==> config.mk <==
export PLATFORM = sky130hd
export DESIGN_NAME = pedal_note_latch
export DESIGN_NICKNAME = d
export VERILOG_FILES = /design/src/rtl/pedal_note_pkg.sv /design/src/rtl/pedal_prio_enc.sv /design/src/rtl/pedal_enc_cascade.sv /design/src/rtl/pedal_code_latch.sv /design/src/rtl/pedal_tone_sel.sv /design/src/rtl/pedal_note_latch.sv
export SDC_FILE = /design/constraint.sdc
export NUM_CORES = 1
export LEC_CHECK = 0
export BUFFER_PORTS_ARGS = -buffer_cell sky130_fd_sc_hd__buf_2
export CORE_ASPECT_RATIO = 0.7
export CORE_MARGIN = 3
export CORE_UTILIZATION = 40
export CTS_CLUSTER_SIZE = 40
export DETAILED_ROUTE_END_ITERATION = 10
export PLACE_DENSITY_LB_ADDON = 0.25
export SYNTH_ARGS = -nofsm -noshare
export SYNTH_HDL_FRONTEND = slang
export SYNTH_HIERARCHICAL = 1
export SYNTH_SLANG_ARGS = --single-unit
==> constraint.sdc <==
create_clock -name clk -period 2.2 [get_ports clk]
set_clock_uncertainty 0.2 [all_clocks]
set_input_delay 0.11 -clock clk [delete_from_list [all_inputs] [get_ports clk]]
set_output_delay 0.11 -clock clk [all_outputs]
set_load 0.05 [all_outputs]
==> src/rtl/pedal_note_pkg.sv <==
// Package: shared defaults and a width helper for the pedal note selector.
// Assumes: used by every module of the block; holds no state.
package pedal_note_pkg;
    localparam int unsigned DEF_KEYS_PER_GROUP = 8;
    localparam int unsigned DEF_NUM_GROUPS     = 3;

    // Bit width needed to index n items, never below one.
    function automatic int unsigned idx_width(input int unsigned n);
        int unsigned w;
        w = 1;
        while ((1 << w) < n) w++;
        return w;
    endfunction
endpackage

==> src/rtl/pedal_prio_enc.sv <==
// Module: one priority encoder stage of the key cascade.
// Function: reports the highest active request as a binary code.
// It asserts a group-select flag when enabled and any request is
// active, and it passes its enable on to the next lower stage only
// while it has no requests.
// Assumes: N is a power of two; requests are active high.
module pedal_prio_enc #(
    parameter int unsigned N = 8,
    parameter int unsigned W = 3
) (
    input  logic [N-1:0] req_i,
    input  logic         en_i,
    output logic [W-1:0] code_o,
    output logic         gs_o,
    output logic         en_o
);
    logic any_req;

    // Purpose: detect any active request.
    always_comb any_req = |req_i;

    // Purpose: scan upward so the highest request index sets the code.
    always_comb begin
        code_o = '0;
        for (int i = 0; i < int'(N); i++) begin
            if (req_i[i]) code_o = W'(i);
        end
        if (!en_i) code_o = '0;
    end

    // Purpose: group-select flag and the enable handed down the cascade.
    always_comb begin
        gs_o = en_i & any_req;
        en_o = en_i & ~any_req;
    end
endmodule

==> src/rtl/pedal_enc_cascade.sv <==
// Module: chain of priority encoders, one per key group.
// Function: the highest group owns the chain and each group enables the
// one below only when it is idle. Produces the winning note code, the
// winning group index and a flag that some key is pressed.
// Assumes: at most one stage asserts its group-select flag at a time.
module pedal_enc_cascade #(
    parameter int unsigned KEYS_PER_GROUP = 8,
    parameter int unsigned NUM_GROUPS     = 3,
    parameter int unsigned CODE_W         = 3,
    parameter int unsigned GRP_W          = 2
) (
    input  logic [NUM_GROUPS*KEYS_PER_GROUP-1:0] key_i,
    output logic [CODE_W-1:0]                    code_o,
    output logic [GRP_W-1:0]                     grp_o,
    output logic                                 any_o
);
    logic [NUM_GROUPS:0]      chain_en;
    logic [NUM_GROUPS-1:0]    gs;
    logic [CODE_W-1:0]        stage_code [NUM_GROUPS];

    // Purpose: the top of the chain is always enabled.
    always_comb chain_en[NUM_GROUPS] = 1'b1;

    for (genvar g = 0; g < int'(NUM_GROUPS); g++) begin : g_stage
        pedal_prio_enc #(
            .N (KEYS_PER_GROUP),
            .W (CODE_W)
        ) u_enc (
            .req_i  (key_i[g*KEYS_PER_GROUP +: KEYS_PER_GROUP]),
            .en_i   (chain_en[g+1]),
            .code_o (stage_code[g]),
            .gs_o   (gs[g]),
            .en_o   (chain_en[g])
        );
    end

    // Purpose: merge the stage codes and encode the winning group index.
    always_comb begin
        code_o = '0;
        grp_o  = '0;
        for (int g = 0; g < int'(NUM_GROUPS); g++) begin
            code_o = code_o | stage_code[g];
            if (gs[g]) grp_o = GRP_W'(g);
        end
        any_o = |gs;
    end
endmodule

==> src/rtl/pedal_code_latch.sv <==
// Module: registered hold latches for the note code and the group code.
// Function: each note bit has its own set/reset pair, gated by the
// update strobe; the group code and valid flag load on the same strobe.
// Assumes: synchronous active-low reset clears everything.
module pedal_code_latch #(
    parameter int unsigned CODE_W = 3,
    parameter int unsigned GRP_W  = 2
) (
    input  logic              clk,
    input  logic              rst_n,
    input  logic              upd_i,
    input  logic [CODE_W-1:0] code_i,
    input  logic [GRP_W-1:0]  grp_i,
    output logic [CODE_W-1:0] code_q,
    output logic [GRP_W-1:0]  grp_q,
    output logic              valid_q
);
    for (genvar b = 0; b < int'(CODE_W); b++) begin : g_bit
        logic set_b;
        logic clr_b;

        // Purpose: derive set and reset requests for this bit.
        always_comb begin
            set_b = upd_i & code_i[b];
            clr_b = upd_i & ~code_i[b];
        end

        // Purpose: hold the bit, changing only on a set or reset.
        always_ff @(posedge clk) begin
            if (!rst_n)     code_q[b] <= 1'b0;
            else if (set_b) code_q[b] <= 1'b1;
            else if (clr_b) code_q[b] <= 1'b0;
        end
    end

    // Purpose: hold the group code and the valid flag.
    always_ff @(posedge clk) begin
        if (!rst_n) begin
            grp_q   <= '0;
            valid_q <= 1'b0;
        end else if (upd_i) begin
            grp_q   <= grp_i;
            valid_q <= 1'b1;
        end
    end
endmodule

==> src/rtl/pedal_tone_sel.sv <==
// Module: bank of per-group tone selectors sharing one note code.
// Function: decodes the group code into selector enables, and each
// enabled selector picks one tone line of its group; outputs are ORed.
// Assumes: group codes at or above NUM_GROUPS enable nothing.
module pedal_tone_sel #(
    parameter int unsigned KEYS_PER_GROUP = 8,
    parameter int unsigned NUM_GROUPS     = 3,
    parameter int unsigned CODE_W         = 3,
    parameter int unsigned GRP_W          = 2
) (
    input  logic [NUM_GROUPS*KEYS_PER_GROUP-1:0] tone_i,
    input  logic [CODE_W-1:0]                    code_i,
    input  logic [GRP_W-1:0]                     grp_i,
    input  logic                                 valid_i,
    output logic [NUM_GROUPS-1:0]                sel_en_o,
    output logic                                 tone_o
);
    logic [NUM_GROUPS-1:0] sel_out;

    for (genvar g = 0; g < int'(NUM_GROUPS); g++) begin : g_sel
        logic [KEYS_PER_GROUP-1:0] lines;

        // Purpose: enable this selector and pick its addressed line.
        always_comb begin
            lines       = tone_i[g*KEYS_PER_GROUP +: KEYS_PER_GROUP];
            sel_en_o[g] = valid_i && (grp_i == GRP_W'(g));
            sel_out[g]  = sel_en_o[g] & lines[code_i];
        end
    end

    // Purpose: combine selector outputs onto the single tone line.
    always_comb tone_o = |sel_out;
endmodule

==> src/rtl/pedal_note_latch.sv <==
// Module: top of the pedal bass note selector latch.
// Function: the key cascade picks a note, the latches hold it while
// keydown is absent, and the selector bank routes the held note's tone.
// Assumes: keys and keydown are synchronous to clk.
module pedal_note_latch
    import pedal_note_pkg::*;
#(
    parameter int unsigned KEYS_PER_GROUP = DEF_KEYS_PER_GROUP,
    parameter int unsigned NUM_GROUPS     = DEF_NUM_GROUPS,
    localparam int unsigned NUM_KEYS      = KEYS_PER_GROUP * NUM_GROUPS,
    localparam int unsigned CODE_W        = idx_width(KEYS_PER_GROUP),
    localparam int unsigned GRP_W         = idx_width(NUM_GROUPS)
) (
    input  logic                clk,
    input  logic                rst_n,
    input  logic [NUM_KEYS-1:0] key_i,
    input  logic                keydown_i,
    input  logic [NUM_KEYS-1:0] tone_i,
    output logic [CODE_W-1:0]   note_code_o,
    output logic [GRP_W-1:0]    grp_code_o,
    output logic                grp_valid_o,
    output logic                tone_o
);
    logic [CODE_W-1:0]     enc_code;
    logic [GRP_W-1:0]      enc_grp;
    logic                  enc_any;
    logic                  upd;
    logic [NUM_GROUPS-1:0] sel_en;

    pedal_enc_cascade #(
        .KEYS_PER_GROUP (KEYS_PER_GROUP),
        .NUM_GROUPS     (NUM_GROUPS),
        .CODE_W         (CODE_W),
        .GRP_W          (GRP_W)
    ) u_cascade (
        .key_i  (key_i),
        .code_o (enc_code),
        .grp_o  (enc_grp),
        .any_o  (enc_any)
    );

    // Purpose: latches load only on keydown with a key actually pressed.
    always_comb upd = keydown_i & enc_any;

    pedal_code_latch #(
        .CODE_W (CODE_W),
        .GRP_W  (GRP_W)
    ) u_latch (
        .clk     (clk),
        .rst_n   (rst_n),
        .upd_i   (upd),
        .code_i  (enc_code),
        .grp_i   (enc_grp),
        .code_q  (note_code_o),
        .grp_q   (grp_code_o),
        .valid_q (grp_valid_o)
    );

    pedal_tone_sel #(
        .KEYS_PER_GROUP (KEYS_PER_GROUP),
        .NUM_GROUPS     (NUM_GROUPS),
        .CODE_W         (CODE_W),
        .GRP_W          (GRP_W)
    ) u_sel (
        .tone_i   (tone_i),
        .code_i   (note_code_o),
        .grp_i    (grp_code_o),
        .valid_i  (grp_valid_o),
        .sel_en_o (sel_en),
        .tone_o   (tone_o)
    );
endmodule

==> metrics.yaml <==
clockBufferDepth: 2
core-area_um2: 1730
remaining_drc_errors: 0
viasPerCell: 5.64
firstDrtPassIters: 4
path_cells: "or3b_4, o22ai_4, a221oi_4, buf_4, a221oi_4, buf_6"
cts_sinks: 6
cp_max_fo: 4
final_common_cell: "buf_2"
finalSetupViolations: 1
cts_tree: "yes"
cts.clk_slew.worst_paths_ps: 50
core.rowCount: 12
yosysWarningCount: 6
ios: 58
slowest_delay_ps: 430
cp.arrival_ps: 1910
numCtsBuffers: 3
layout_common_cells: "buf_2, buf_4, nor2_1"
areaGrowthSynthToFinish_pct: 71.1
critPathKind: "flip-flop to output port"
antenna_found_initial: 0
layout_setup_ws_ps: -20.0
dp.cells: 181
whs_ps: 181
outcome: "finished, violations left"
power_density_nw_per_um2: 321
critPathRequiredTime_ps: 1890
postRouteWirelength_um: 3010
max-vdd-ir-drop_mv: 0.347
drive_gt1_share_pct: 57.6
grt_setup_unrepaired: "yes"
n_antenna_cell: 0
grt_use_total_pct: 24.0
endpoint_kind: "output port"
postLayoutCellArea_um2: 1360
drt-initial-drc-count: 48
power.total_mw: 0.436
finalMaxSlewViolations: 0
rrSetupSlack_ps: 1090
netlist_instances: 98
layout.cells.non_filler: 193
hold_class: "input port to flip-flop"
critPathSlowestCell: "or3b_4"
first_global_vias: 1090
gp_congestion: 0.793
grt_pass1_wl_um: 4620
clk_latency_ps: 250
ant_nets: 0
violations: "negative setup slack"
die-area_um2: 2560
nNetsFinal: 224
max_freq_ghz: 0.450
cp_common_cell: "a221oi_4"
min_period_over_period_pct: 101
max_cap_viol_count: 0
postPlaceCellArea_um2: 1180
critPathLaunchType: "flip-flop"
die_x_um: 59.2
leakage_nw: 0.621
wl_per_cell_um: 15.6
grt-ovfl-total: 0
numPortBuffers: 57
vias: 1088
syn_avg_cell_area_um2: 8.09
fill_cells: 119
clock-root-buffer: "clkbuf_4"
final.min_clock_period_ps: 2220
htree_levels: 1
initial_core_util_pct: 45.9
grt_max_degree: 8
die_height_um: 43.3
finalHoldViolations: 0
netlist_area_um2: 793
hpwl_um: 2270
## layer usage
layer  up-vias  GRT usage (%)  share of wire [%]
li1        508              -                  -
met5         -              0                  0
met4         0           3.17                1.7
met3         7           8.51                 10
met2        69           44.2                 52
met1       504           26.6                 36
## final cells by class
class | count | area (µm²) | share of cell area, %
Clock buffer | 4 | 26.3 | 1.94
Inverter | 8 | 30.0 | 2.21
Multi-Input combinational cell | 81 | 724 | 53.4
Sequential cell | 6 | 136 | 10.0
Tap cell | 21 | 26.3 | 1.94
Timing Repair Buffer | 73 | 414 | 30.5
## report_power, final
group	total, mW	internal (mW)	switching, mW
logic	0.194	0.0959	0.0980
registers	0.122	0.111	0.0114
clock network	0.120	0.0694	0.0504
total	0.436	0.276	0.160
## repair_timing
action / in CTS / in global routing
hold endpoints to repair: 6 / 0
hold buffers: 1 / 0
buffers inserted: 3 / 4
pin swaps: 3 / 5
endpoints found under the setup margin: 1 / 6
resized for setup: 12 / 4
## state kept, by name, indices dropped and copies added, names as in the netlist
register and cells:
u_latch/code_q 3, u_latch/grp_q 2, u_latch/valid_q 1
## critical path, delay by kind of cell (launching register included)
| family | cells | cell delay, ps |
|---|---|---|
| simple gates | 1 | 430 |
| compound gates | 3 | 540 |
| flops | 1 | 350 |
| buf+inv | 2 | 340 |
## path summary, 6_finish.rpt
path | startpoint | endpoint | cells past startpoint
max | u_latch/grp_q[1] | tone_o | 6
min | keydown_i | u_latch/valid_q | 3
max reg2reg | u_latch/code_q[1] | u_latch/code_q[1] | 3
min reg2reg | u_latch/valid_q | u_latch/valid_q | 1
## per-stage QoR
stage                     setup TNS [ps]  setup slack (ps)  utilization, %
final                              -20.0             -20.0            78.6
after global routing               -95.1             -89.0            78.6
after global placement                 0              17.1            68.6
after CTS                          -14.6             -14.6            75.7
after detailed placement            -566              -145            68.6
after floorplan                        0              12.2               -
Note: power is estimated with default switching activity, not from simulation.
